### config.mk
export PLATFORM = sky130hd
export DESIGN_NAME = pll_synth_core
export DESIGN_NICKNAME = d
export VERILOG_FILES = /design/src/rtl/pllsyn_pkg.sv /design/src/rtl/pllsyn_ref_div.sv /design/src/rtl/pllsyn_swallow_div.sv /design/src/rtl/pllsyn_pfd.sv /design/src/rtl/pll_synth_core.sv
export SDC_FILE = /design/constraint.sdc
export NUM_CORES = 1
export LEC_CHECK = 0
export BUFFER_PORTS_ARGS = -buffer_cell sky130_fd_sc_hd__clkbuf_2
export CORE_MARGIN = 5
export CORE_UTILIZATION = 23
export CTS_CLUSTER_SIZE = 20
export DETAILED_ROUTE_END_ITERATION = 10
export PLACE_DENSITY = 0.41
export SYNTH_ARGS = -nofsm -noshare
export SYNTH_HDL_FRONTEND = slang
export SYNTH_SLANG_ARGS = --single-unit
### constraint.sdc
create_clock -name clk -period 2.9 [get_ports clk]
set_input_delay 0.58 -clock clk [delete_from_list [all_inputs] [get_ports clk]]
set_output_delay 0.58 -clock clk [all_outputs]
set_load 0.03 [all_outputs]
### src/rtl/pllsyn_pkg.sv
package pllsyn_pkg;
  typedef enum logic [1:0] {
    PM_DET = 2'b00,
    PM_SRC = 2'b01,
    PM_SNK = 2'b10,
    PM_OFF = 2'b11
  } pump_mode_e;

  localparam int unsigned PRE_LO = 16;
  localparam int unsigned PRE_HI = 32;
  localparam int unsigned PRE_W  = $clog2(PRE_HI + 2);
endpackage

### src/rtl/pllsyn_ref_div.sv
module pllsyn_ref_div #(
  parameter int unsigned W = 15
) (
  input  logic         clk,
  input  logic         rst_n,
  input  logic         en,
  input  logic         tick,
  input  logic [W-1:0] div_in,
  output logic         evt
);
  logic [W-1:0] cnt, act;
  logic         term;

  assign term = (act == '0) || (cnt == act - 1'b1);

  always_ff @(posedge clk or negedge rst_n) begin
    if (!rst_n) begin
      cnt <= '0;
      act <= '0;
      evt <= 1'b0;
    end else if (!en) begin
      cnt <= '0;
      act <= div_in;
      evt <= 1'b0;
    end else begin
      evt <= 1'b0;
      if (tick) begin
        if (term) begin
          cnt <= '0;
          act <= div_in;
          evt <= 1'b1;
        end else begin
          cnt <= cnt + 1'b1;
        end
      end
    end
  end
endmodule

### src/rtl/pllsyn_swallow_div.sv
module pllsyn_swallow_div
  import pllsyn_pkg::*;
#(
  parameter int unsigned A_W = 7,
  parameter int unsigned B_W = 11
) (
  input  logic           clk,
  input  logic           rst_n,
  input  logic           en,
  input  logic           tick,
  input  logic [A_W-1:0] a_in,
  input  logic [B_W-1:0] b_in,
  input  logic           psel_in,
  output logic           evt
);
  logic [PRE_W-1:0] pre_cnt, pre_last;
  logic [A_W-1:0]   a_cnt, a_act;
  logic [B_W-1:0]   b_cnt, b_act;
  logic             psel_act, swallowing, b_term;

  assign swallowing = (a_cnt < a_act);
  always_comb begin
    if (psel_act) pre_last = swallowing ? PRE_W'(PRE_HI) : PRE_W'(PRE_HI - 1);
    else          pre_last = swallowing ? PRE_W'(PRE_LO) : PRE_W'(PRE_LO - 1);
  end
  assign b_term = (b_act <= B_W'(1)) || (b_cnt == b_act - 1'b1);

  always_ff @(posedge clk or negedge rst_n) begin
    if (!rst_n) begin
      pre_cnt  <= '0;
      a_cnt    <= '0;
      b_cnt    <= '0;
      a_act    <= '0;
      b_act    <= '0;
      psel_act <= 1'b0;
      evt      <= 1'b0;
    end else if (!en) begin
      pre_cnt  <= '0;
      a_cnt    <= '0;
      b_cnt    <= '0;
      a_act    <= a_in;
      b_act    <= b_in;
      psel_act <= psel_in;
      evt      <= 1'b0;
    end else begin
      evt <= 1'b0;
      if (tick) begin
        if (pre_cnt == pre_last) begin
          pre_cnt <= '0;
          if (b_term) begin
            a_cnt    <= '0;
            b_cnt    <= '0;
            a_act    <= a_in;
            b_act    <= b_in;
            psel_act <= psel_in;
            evt      <= 1'b1;
          end else begin
            b_cnt <= b_cnt + 1'b1;
            if (swallowing) a_cnt <= a_cnt + 1'b1;
          end
        end else begin
          pre_cnt <= pre_cnt + 1'b1;
        end
      end
    end
  end
endmodule

### src/rtl/pllsyn_pfd.sv
module pllsyn_pfd (
  input  logic clk,
  input  logic rst_n,
  input  logic en,
  input  logic ref_evt,
  input  logic n_evt,
  output logic ref_pend,
  output logic n_pend
);
  logic nxt_r, nxt_n;

  assign nxt_r = ref_pend | ref_evt;
  assign nxt_n = n_pend | n_evt;

  always_ff @(posedge clk or negedge rst_n) begin
    if (!rst_n) begin
      ref_pend <= 1'b0;
      n_pend   <= 1'b0;
    end else if (!en || (nxt_r && nxt_n)) begin
      ref_pend <= 1'b0;
      n_pend   <= 1'b0;
    end else begin
      ref_pend <= nxt_r;
      n_pend   <= nxt_n;
    end
  end
endmodule

### src/rtl/pll_synth_core.sv
module pll_synth_core
  import pllsyn_pkg::*;
#(
  parameter int unsigned R_W   = 15,
  parameter int unsigned A_W   = 7,
  parameter int unsigned B_W   = 11,
  parameter int unsigned B_MIN = 3
) (
  input  logic           clk,
  input  logic           rst_n,
  input  logic           pll_en,
  input  logic           ref_tick,
  input  logic           vco_tick,
  input  logic [R_W-1:0] r_div,
  input  logic [A_W-1:0] a_div,
  input  logic [B_W-1:0] b_div,
  input  logic           pre_sel,
  input  logic           pump_pol,
  input  logic [1:0]     pump_mode,
  output logic           ref_evt,
  output logic           n_evt,
  output logic           pump_src,
  output logic           pump_snk,
  output logic           lock_det,
  output logic           cfg_err
);
  logic ref_pend, n_pend;

  pllsyn_ref_div #(.W(R_W)) u_rdiv (
    .clk(clk), .rst_n(rst_n), .en(pll_en), .tick(ref_tick),
    .div_in(r_div), .evt(ref_evt)
  );

  pllsyn_swallow_div #(.A_W(A_W), .B_W(B_W)) u_ndiv (
    .clk(clk), .rst_n(rst_n), .en(pll_en), .tick(vco_tick),
    .a_in(a_div), .b_in(b_div), .psel_in(pre_sel), .evt(n_evt)
  );

  pllsyn_pfd u_pfd (
    .clk(clk), .rst_n(rst_n), .en(pll_en),
    .ref_evt(ref_evt), .n_evt(n_evt),
    .ref_pend(ref_pend), .n_pend(n_pend)
  );

  always_comb begin
    unique case (pump_mode_e'(pump_mode))
      PM_SRC:  begin pump_src = 1'b1; pump_snk = 1'b0; end
      PM_SNK:  begin pump_src = 1'b0; pump_snk = 1'b1; end
      PM_OFF:  begin pump_src = 1'b0; pump_snk = 1'b0; end
      default: begin
        pump_src = pump_pol ? n_pend   : ref_pend;
        pump_snk = pump_pol ? ref_pend : n_pend;
      end
    endcase
  end

  assign lock_det = pll_en && !ref_pend && !n_pend;
  assign cfg_err  = (B_W'(a_div) >= b_div) || (b_div < B_W'(B_MIN));
endmodule

==> metrics.md <==
| Metric | Value |
|---|---|
| Outcome | finished clean |
| Antenna violations before repair | 0 |
| Final core occ | 29.25% |
| Max IR drop VDD | 0.2619 mV |
| Final layout net count | 793 |
| #FFs+latches synth | 77 |
| Multi-input gate area | 3507 um^2 |
| Sw Ratio | 32.71% |
| Die Span Y | 166.0 um |
| Core Region | 24110 um^2 |
| Placed Area | 6450 um^2 |
| Die width | 166.0 um |
| TritonRoute pass-1 iters | 4 |
| Final setup vio count | 0 |
| Slew headroom | 56.89% |
| Most frequent cells in the layout | dfrtp_1 (77), nand2_1 (75), buf_4 (56), inv_1 (54), clkbuf_2 (45) |
| Post-synth top area cell | dfrtp_1 |
| Vias in the first global route | 4913 |
| CTS tree | built |
| Distinct cells, synth | 66 |
| Most common cell after layout, fill and taps aside | dfrtp_1 |
| Syn. warnings | 0 |
| CP most frequent cell | ha_4 |
| WP data required | 3.12 ns |
| Sw Pwr | 0.001091 W |
| Port Buf Inserts | 47 |
| Synth top area cells | dfrtp_1 (34%), nand2_1 (5.1%), ha_1 (4.9%), xnor2_1 (3.9%), xor2_1 (3.9%) |
| Die area | 27550 um^2 |
| Post-Syn Area | 5597 um^2 |
| Setup slack after placement | -0.1205 ns |
| PD cells | 473.0 nW/um^2 |
| Maxcap violations | 0 |
| TritonCTS Buffers | 9 |
| Row cnt | 57 |
| CP cell instances | inv_2, ha_4, a2111oi_4, o21ai_2, nand2_2, ha_4, xnor2_4, nand3_2, o21bai_4, a22oi_2, buf_6, clkbuf_16, mux2_4 |
| H-tree depth | 3 |
| Post-Synthesis Cells | 652 |
| Clock skew | 0.006334 ns |
| Final Max Tran Viols | 0 |
| Io pins | 48 |
| Logic pwr share | 30.5% |
| Via count | 4969 |
| Starting Density | 23.22% |
| EDFF count, synth | 0 |
| CTS root buffer | clkbuf_16 |
| DP HPWL | 11590 um |
| Synth Net Count | 716 |
| FFs w/ async S/R, synth | 100.0% |
| N_diodes | 0 |
| Fin. Hold Viols | 0 |
| Area growth from synthesis to layout | 25.98% |
| Antenna-violating nets left | 0 |
| Crit path capture type | register |
| Worst Hold Slack | 0.2644 ns |
| Clock buffer depth | 2 |
| Cell area after layout | 7051 um^2 |
| Min Tclk post-route | 2.832 ns |
| Crit Path Class | register to register |
| CP arrival | 3.06 ns |
| Register clock-pin slew on the reported worst setup and hold paths | 0.06 ns |
| Skew-Pair Late Insertion Delay | 0.34 ns |
| Synth Area per Inst | 8.584 um^2 |
| DR iter-0 viols | 355 |
| Worst-margin pin slew | 0.6462 ns |
| # fillers | 2681 |
| Via/cell ratio | 4.697 |
| Clock power frac | 31.3% |
| GRT Util Overall | 11.39% |
| Largest net degree at the start of global routing | 48 |
| GRT overflow | 0 |
| Fmax | 353.1 MHz |
| Leak | 3.077 nW |
| Critical path's largest stage delay | 0.39 ns |
| GP Congestion | 0.7885 |
| DRC | 0 |
| First-pass GRT wire length | 26080 um |
| Worst setup margin | 0.06781 ns |
| Power Internal | 0.002244 W |
| Crit-path max FO | 4 |
| Hold buffers post-CTS | 0 |
| Setup crit start kind | register |
| Register area share after synthesis | 34.43% |
| FF/Latch Area | 1927 um^2 |
| Seq pwr share | 38.3% |
| CTS sink cnt | 77 |
| Hold Path Class | primary input to async pin |
| Slowest cell on crit path | dfrtp_1 |
| Wirelength, routed | 15570 um |
| Synth top area share | 34.43% |
| Final period util | 97.66% |
| Synth Flop Type | dfrtp_1 |
| RSZ-0062 raised after global routing | yes |
| Layout cell share with drive strength beyond 1 | 23.30% |
| Drt wl/cell | 14.71 um |
[flip-flops by register name (all words and copies together), names as in the netlist, 6 cells and up]
register        cells
u_ndiv.a_act        7
u_ndiv.a_cnt        7
u_ndiv.b_act       11
u_ndiv.b_cnt       11
u_ndiv.pre_cnt      6
u_rdiv.act         15
u_rdiv.cnt         15
[per-layer routing]
metal  wire (um)  global-route usage (%)  vias to the layer above  share of wire (%)
met4         204                   4.017                        0                1.3
li1            -                       -                     2522                  -
met5           0                       0                        -                  0
met3         473                   1.714                       12                3.0
met1        8109                   16.70                     2361                 52
met2        6778                   16.99                       74                 44
[cell type report]
cell class | instances | share of cell area, %
Timing Repair Buffer | 105 | 10.35
Inverter | 57 | 3.035
Sequential cell | 77 | 27.33
Clock buffer | 9 | 3.194
Tap cell | 324 | 5.750
Clock inverter | 7 | 0.6034
Multi-Input combinational cell | 479 | 49.74
[critical path: cells and delay by family (launching register included)]
family / cells / cell delay, ns
buffers and inverters: 3 / 0.40
AOI/OAI and AO/OA: 4 / 0.88
and+or+nand+nor: 2 / 0.20
adders and majority gates: 2 / 0.42
muxes: 1 / 0.29
DFF: 1 / 0.39
xor gates and xnor gates: 1 / 0.14
[power by group through the flow]
| stage | registers [W] | clock network [W] | logic, W |
|---|---|---|---|
| finish | 0.00128 | 0.00104 | 0.00102 |
| global route | 0.00129 | 0.00113 | 0.00114 |
| CTS | 0.00128 | 0.00109 | 0.000953 |
| detailed placement | 0.00129 | 0 | 0.000868 |
| global placement | 0.00129 | 0 | 0.000873 |
| floorplan | 0.00127 | 0 | 0.000567 |
[timing repair]
action | 4_1_cts | 5_1_grt
resized for setup | 21 | 25
gates cloned | 1 | 1
buffers inserted | 3 | 6
pin swaps | 5 | 8
setup endpoints to repair | 31 | 39
hold endpoints to repair | 0 | 0
[logic make-up (layout without fill, tap and decap cells)]
logic type | Yosys count | count (layout) | synth area share [%]
compound gates | 138 | 138 | 18.00
xor+xnor | 50 | 50 | 7.825
fa+ha+maj | 22 | 22 | 4.918
buf+inv | 96 | 178 | 6.930
flops | 77 | 77 | 34.43
mux | 29 | 29 | 6.126
simple gates | 240 | 240 | 21.78
[synth_stat cells, types with 5 or more instances]
library cell  count
a211oi_1          5
a21boi_0          5
a21oi_1          11
a31oi_1          18
a32oi_1          11
and3_1            5
clkbuf_1         29
dfrtp_1          77
ha_1             22
inv_1            56
mux2_1           15
mux2_4            6
mux2i_1           5
nand2_1          76
nand2b_1         12
nand3_1          32
nand4_1          23
nor2_1           35
nor2b_1           6
nor3_1           15
nor4_1           10
o21a_1            7
o21ai_0          11
o22ai_1          27
o311ai_1          8
or3_1             6
or4_1             5
xnor2_1          25
xor2_1           25
[worst paths after layout]
| kind | cells after the start | endpoint | slack (ns) | from |
|---|---|---|---|---|
| min in group clk | 2 | u_ndiv.psel_act$_DFFE_PN0P_ | 0.48 | pre_sel |
| max in group asynchronous | 2 | u_rdiv.cnt[2]$_DFFE_PN0P_ | 2.00 | rst_n |
| worst max-delay path | 13 | u_ndiv.b_act[4]$_DFFE_PN0P_ | 0.07 | u_ndiv.a_act[5]$_DFFE_PN0P_ |
| worst min register to register | 1 | u_ndiv.a_act[2]$_DFFE_PN0P_ | 0.49 | u_ndiv.a_act[2]$_DFFE_PN0P_ |
| worst max register to register | 13 | u_ndiv.b_act[4]$_DFFE_PN0P_ | 0.07 | u_ndiv.a_act[5]$_DFFE_PN0P_ |
| worst min-delay path | 1 | u_ndiv.a_act[0]$_DFFE_PN0P_ | 0.26 | rst_n |
[per-stage QoR]
stage,total power (W),TNS (ns),instances
finish,0.003335,0,1058
global route,0.003559,-0.6815,1058
CTS,0.003320,0,1052
detailed placement,0.002160,-1.970,1032
global placement,0.002167,-0.1913,1032
floorplan,0.001836,0,652
Power figures use the tool's default switching activity.
